==> src/rtl/glue_pkg.sv <==
package glue_pkg;
   localparam int UPPER_W = 7;   // A15..A9
   localparam int MID_W   = 3;   // A8..A6

   typedef enum logic [1:0] {
      RG_RAM0 = 2'd0,
      RG_RAM1 = 2'd1,
      RG_ROM  = 2'd2,
      RG_IO   = 2'd3
   } region_t;

   function automatic logic is_slow(region_t r);
      return (r == RG_ROM) || (r == RG_IO);
   endfunction
endpackage

==> src/rtl/glue_region_decode.sv <==
module glue_region_decode
   import glue_pkg::*;
#(
   parameter logic [UPPER_W-1:0] SLOW_PAT = 7'h7F,
   parameter bit                 IO_EN    = 1'b1,
   parameter logic [1:0]         IO_EXCL  = 2'b11
) (
   input  logic [UPPER_W-1:0] addr_hi,
   input  logic [MID_W-1:0]   addr_mid,
   output region_t            region,
   output logic               slow
);
   localparam int TOP = UPPER_W - 1;

   logic in_slow_space;
   logic io_hit;

   assign in_slow_space = (addr_hi == SLOW_PAT);

   generate
      if (IO_EN) begin : g_io
         // window: A8 set and A7..A6 not the excluded pattern
         assign io_hit = addr_mid[2] & (addr_mid[1:0] != IO_EXCL);
      end else begin : g_no_io
         logic unused_mid;
         assign unused_mid = ^addr_mid;
         assign io_hit = 1'b0;
      end
   endgenerate

   always_comb begin
      if (!addr_hi[TOP])      region = RG_RAM0;
      else if (!in_slow_space) region = RG_RAM1;
      else if (io_hit)        region = RG_IO;
      else                    region = RG_ROM;
   end

   assign slow = is_slow(region);
endmodule

==> src/rtl/glue_phi_stretch.sv <==
module glue_phi_stretch #(
   parameter int STRETCH_CLKS = 3
) (
   input  logic clk_in,
   input  logic rst_n,
   input  logic slow,
   output logic phi2
);
   generate
      if (STRETCH_CLKS == 0) begin : g_plain
         logic unused_slow;
         assign unused_slow = slow;
         always_ff @(posedge clk_in or negedge rst_n) begin
            if (!rst_n) phi2 <= 1'b0;
            else        phi2 <= ~phi2;
         end
      end else begin : g_count
         localparam int CW = (STRETCH_CLKS < 2) ? 1 : $clog2(STRETCH_CLKS + 1);
         logic [CW-1:0] remain;

         always_ff @(posedge clk_in or negedge rst_n) begin
            if (!rst_n) begin
               phi2   <= 1'b0;
               remain <= '0;
            end else if (!phi2) begin
               phi2   <= 1'b1;
               remain <= slow ? CW'(STRETCH_CLKS) : '0;
            end else if (remain != '0) begin
               remain <= remain - 1'b1;
            end else begin
               phi2 <= 1'b0;
            end
         end
      end
   endgenerate
endmodule

==> src/rtl/glue_strobe_gate.sv <==
module glue_strobe_gate
   import glue_pkg::*;
(
   input  glue_pkg::region_t region,
   input  logic              rw,
   input  logic              phi2,
   output logic              ram_oe_n,
   output logic              ram_we_n,
   output logic              rom_cs_n,
   output logic              io_cs_n
);
   logic ram_space;

   assign ram_space = (region == RG_RAM0) || (region == RG_RAM1);
   assign ram_oe_n  = ~(ram_space & rw);
   assign ram_we_n  = ~(ram_space & ~rw & phi2);
   assign rom_cs_n  = ~(region == RG_ROM);
   assign io_cs_n   = ~(region == RG_IO);
endmodule

==> src/rtl/bus_glue_stretch.sv <==
module bus_glue_stretch
   import glue_pkg::*;
#(
   parameter int                 STRETCH_CLKS = 3,
   parameter logic [UPPER_W-1:0] SLOW_PAT     = 7'h7F,
   parameter bit                 IO_EN        = 1'b1,
   parameter logic [1:0]         IO_EXCL      = 2'b11
) (
   input  logic               clk_in,
   input  logic               rst_n,
   input  logic [UPPER_W-1:0] addr_hi,
   input  logic [MID_W-1:0]   addr_mid,
   input  logic               rw,
   output logic               phi2,
   output logic               ram0_cs_n,
   output logic               ram1_cs_n,
   output logic               ram_oe_n,
   output logic               ram_we_n,
   output logic               rom_cs_n,
   output logic               io_cs_n
);
   localparam int A15 = UPPER_W - 1;

   generate
      if (STRETCH_CLKS < 0 || STRETCH_CLKS > 255) begin : g_bad_stretch
         $error("STRETCH_CLKS must lie in 0..255");
      end
      if (SLOW_PAT[A15] != 1'b1) begin : g_bad_pat
         $error("SLOW_PAT must lie in the upper half");
      end
   endgenerate

   region_t region;
   logic    slow;

   // RAM selects use the top bit alone
   assign ram0_cs_n = addr_hi[A15];
   assign ram1_cs_n = ~addr_hi[A15];

   glue_region_decode #(
      .SLOW_PAT (SLOW_PAT),
      .IO_EN    (IO_EN),
      .IO_EXCL  (IO_EXCL)
   ) u_decode (
      .addr_hi  (addr_hi),
      .addr_mid (addr_mid),
      .region   (region),
      .slow     (slow)
   );

   glue_phi_stretch #(
      .STRETCH_CLKS (STRETCH_CLKS)
   ) u_stretch (
      .clk_in (clk_in),
      .rst_n  (rst_n),
      .slow   (slow),
      .phi2   (phi2)
   );

   glue_strobe_gate u_gate (
      .region   (region),
      .rw       (rw),
      .phi2     (phi2),
      .ram_oe_n (ram_oe_n),
      .ram_we_n (ram_we_n),
      .rom_cs_n (rom_cs_n),
      .io_cs_n  (io_cs_n)
   );
endmodule

==> config.mk <==
export PLATFORM = sky130hd
export DESIGN_NAME = bus_glue_stretch
export DESIGN_NICKNAME = d
export VERILOG_FILES = /design/src/rtl/glue_pkg.sv /design/src/rtl/glue_region_decode.sv /design/src/rtl/glue_phi_stretch.sv /design/src/rtl/glue_strobe_gate.sv /design/src/rtl/bus_glue_stretch.sv
export SDC_FILE = /design/constraint.sdc
export NUM_CORES = 1
export LEC_CHECK = 0
export CORE_AREA = 10 10 47 49
export CTS_CLUSTER_DIAMETER = 100
export CTS_CLUSTER_SIZE = 40
export DETAILED_ROUTE_END_ITERATION = 8
export DIE_AREA = 0 0 57 59
export PLACE_DENSITY = 0.58
export SYNTH_ARGS = -nofsm -noshare
export SYNTH_HDL_FRONTEND = slang
export SYNTH_SLANG_ARGS = --single-unit
export TNS_END_PERCENT = 10
==> constraint.sdc <==
create_clock -name clk_in -period 2.25 [get_ports clk_in]
set_input_delay 0.45 -clock clk_in [delete_from_list [all_inputs] [get_ports clk_in]]
set_output_delay 0.45 -clock clk_in [all_outputs]
set_load 0.01 [all_outputs]
==> qor.log <==
INFO  status         outcome=finished, final reports clean
INFO  detailed_routing detailroute.via_count=223
INFO  place          numPlacedInstances=59
INFO  yosys          synth.area.top_cells=dfrtp_1 (36%), nand4_4 (10%), nand2_1 (8.9%)
INFO  detailed_routing total_drc_errors_in_the_routed_layout=0
INFO  global_route   grt_usage=4.419%
INFO  sta            grt_setup_unrepaired=no
INFO  sta            max_freq=0.4644GHz
INFO  sta            timing_worst_slew_pin_value=0.1820ns
INFO  detailed_routing routedWlPerCell=10.33µm
INFO  yosys          postSynthCellCount=23
INFO  yosys          synth.ff_latch_count=3
INFO  yosys          post_synth_instance_area=210.2µm²
INFO  power          worst_ir_drop_vdd=393.4µV
INFO  die            die_area=0.003363mm²
INFO  clocking       cts_sinks=3
INFO  global_route   grt_pass1_vias=235
INFO  critical_path  r2r.worst_path.cells=5
INFO  detailed_routing initial_drc_count=3
INFO  hold_path      hp-class=input pin to asynchronous set/reset pin
INFO  clocking       cts-hold-fix-buffers=0
INFO  critical_path  path_cells=clkdlybuf4s50_1 -> and4_4 -> nand4_4 -> or2_1 -> clkdlybuf4s15_1
INFO  global_route   antenna_found_initial=0
INFO  critical_path  cpPeakStageDelay=0.45ns
INFO  die            chipHeight=59µm
INFO  layout         area_growth=114.3%
INFO  yosys          synth_nets=37
INFO  critical_path  cpLargestDelayFamily=buffers and inverters
INFO  yosys          synth_warnings=0
INFO  critical_path  crit_path_top_delay_cell=clkdlybuf4s50_1
INFO  detailed_routing route.antenna.remaining_nets=0
INFO  critical_path  timing.critical_path.to_type=primary output
INFO  global_route   globalRouteOverflowTotal=0
INFO  clocking       cts_made_buffers=3
INFO  sta            final_hold_viols=0
INFO  yosys          yosys.area.top_type_share=35.71%
INFO  layout         layout-drive-gt1-share=14.89%
INFO  critical_path  critPathRequiredTime=1.80ns
INFO  place          dp_hpwl=589.5µm
INFO  critical_path  critPathBufInv=2
INFO  clocking       cts_htree_levels=1
INFO  sta            fin_tns_setup=0ns
INFO  detailed_routing drt_wl_total=651µm
INFO  clocking       ctsLongestPathBuffers=2
INFO  place          post_dp_cell_area=427.9µm²
INFO  global_route   grt_first_pass_wirelength=1048µm
INFO  die            chip_width=57µm
INFO  run            cap_viol_max_count=0
INFO  detailed_routing drt-pass1-iter-count=2
INFO  clocking       tritoncts_clock_tree=done
INFO  power          leakage=0.1941nW
INFO  critical_path  worst-endpoint-arrival=1.70ns
INFO  critical_path  critPathLaunchType=input pin
INFO  die            initial_core_util=15.00%
INFO  critical_path  cp_num_cells=5
INFO  yosys          top_cell_type_by_total_area_after_synthesis=dfrtp_1
INFO  die            rows=14
INFO  layout         number_of_diodes_added_for_antenna_fixing=0
INFO  die            floorplan.core_area=0.001401mm²
INFO  layout         utilization=32.14%
INFO  layout         count_of_filler_cells_inserted_in_the_layout=167
INFO  yosys          synth.lib_cells_used.distinct=15
INFO  sta            max_slew_margin=87.86%
INFO  clocking       worst_skew_pair.late_latency=0.23ns
INFO  sta            layout_worst_path_cycle_share=95.70%
INFO  place          gp_congestion=0.6843
INFO  layout         layout.cells.non_filler=63
INFO  sta            final.hold.worst_slack=0.4001ns
INFO  place          portBuffers=19
INFO  detailed_routing viasPerCell=3.540
INFO  die            top_level_ports=20
INFO  sta            period_minus_slack=2.153ns
INFO  sta            setup-violations-final=0
INFO  critical_path  critical_path_peak_fanout=5
INFO  sta            maxSlewViolCount=0
INFO  global_route   grt_start_max_net_pins=7
INFO  power          p_per_area=785.1mW/mm²
INFO  layout         nets=62
INFO  yosys          postSynthAreaPerCell=9.139µm²
INFO  critical_path  timing.setup.critical_path_class=input pin to primary output
INFO  sta            clock-skew-final=0.0007091ns
INFO  clocking       clk_root_buffer_cell=clkbuf_4
INFO  layout         design_area=450.4µm²
INFO  yosys          yosysSeqAreaShare=35.71%
INFO  clocking       path_clk_slew=0.04ns
-- what timing repair did --
action	CTS	global route
setup endpoints to repair	4	1
gates resized for setup	4	1
setup buffers	0	0
cloned	0	0
-- flip-flops by register name, summed over array words and instances (netlist names) --
name / count
u_stretch.g_count.remain: 2
u_stretch.phi2: 1
-- stage by stage --
stage | worst slack (ns) | total power [mW]
after floorplan | 0.7605 | 0.1961
after global placement | -0.1571 | 0.2686
after detailed placement | -0.1631 | 0.2713
after CTS | 0.03398 | 0.3675
after global routing | 0.02966 | 0.4025
final | 0.09685 | 0.3536
-- synth_stat cells --
cell and n:
a21oi_1 1, and4_4 1, buf_4 1, dfrtp_1 3, ha_1 1, inv_1 3, mux2i_1 1, nand2_1 5
nand2b_1 1, nand3b_1 1, nand4_4 1, nor2_1 1, o21ai_0 1, or2_1 1, xnor2_1 1
-- worst reg2reg max path, stage by stage (launching register included) --
cell	delay, ns
dfrtp_1	0.38
inv_1	0.06
ha_1	0.21
nor2_1	0.06
a21oi_1	0.12
mux2i_1	0.09
-- layout make-up --
| cell class | instances | area, µm² | share of cell area (%) |
|---|---|---|---|
| inverters | 3 | 11.26 | 2.500 |
| flip-flops and latches | 3 | 75.07 | 16.67 |
| multi-input cells | 16 | 116.4 | 25.83 |
| repair buffers | 21 | 201.4 | 44.72 |
| well taps | 16 | 20.02 | 4.444 |
| clock buffers | 4 | 26.28 | 5.833 |
-- kinds of logic after synthesis --
family / share of synthesized area, %
mux: 4.762
flops: 35.71
buf+inv: 8.930
compound gates: 4.757
xor+xnor: 4.167
fa+ha+maj: 5.951
simple gates: 35.72
-- power breakdown --
| group | internal, mW | switching, mW |
|---|---|---|
| combinational | 0.0917 | 0.0677 |
| clock | 0.0664 | 0.0267 |
| sequential | 0.0800 | 0.0212 |
| total | 0.238 | 0.116 |
-- layer usage --
metal,vias up,track usage [%],routed length [µm]
met3,2,2.575,91
met2,11,6.357,325
met1,87,3.708,224
met4,0,6.040,9
met5,-,0,0
li1,123,-,-
-- placed cells by master, fill, tap and decap left out, types with 2 or more instances in the layout --
cell             netlist  final
buf_4                  1      2
dfrtp_1                3      3
nand2_1                5      5
clkbuf_4               0      3
clkdlybuf4s50_1        0     15
dlygate4sd2_1          0      3
inv_1                  3      3
-- worst paths after layout --
path                                        startpoint                           to  slack [ns]
setup / recovery                            addr_hi[5]                      io_cs_n         0.1
hold / removal                                   rst_n  u_stretch.g_count.remain[1]        0.40
setup reg to reg           u_stretch.g_count.remain[0]  u_stretch.g_count.remain[1]        1.20
hold reg to reg                         u_stretch.phi2               u_stretch.phi2        0.54
max in group asynchronous                        rst_n               u_stretch.phi2        1.71
min in group clk_in                     u_stretch.phi2               u_stretch.phi2        0.54
Power figures use the tool's default switching activity.
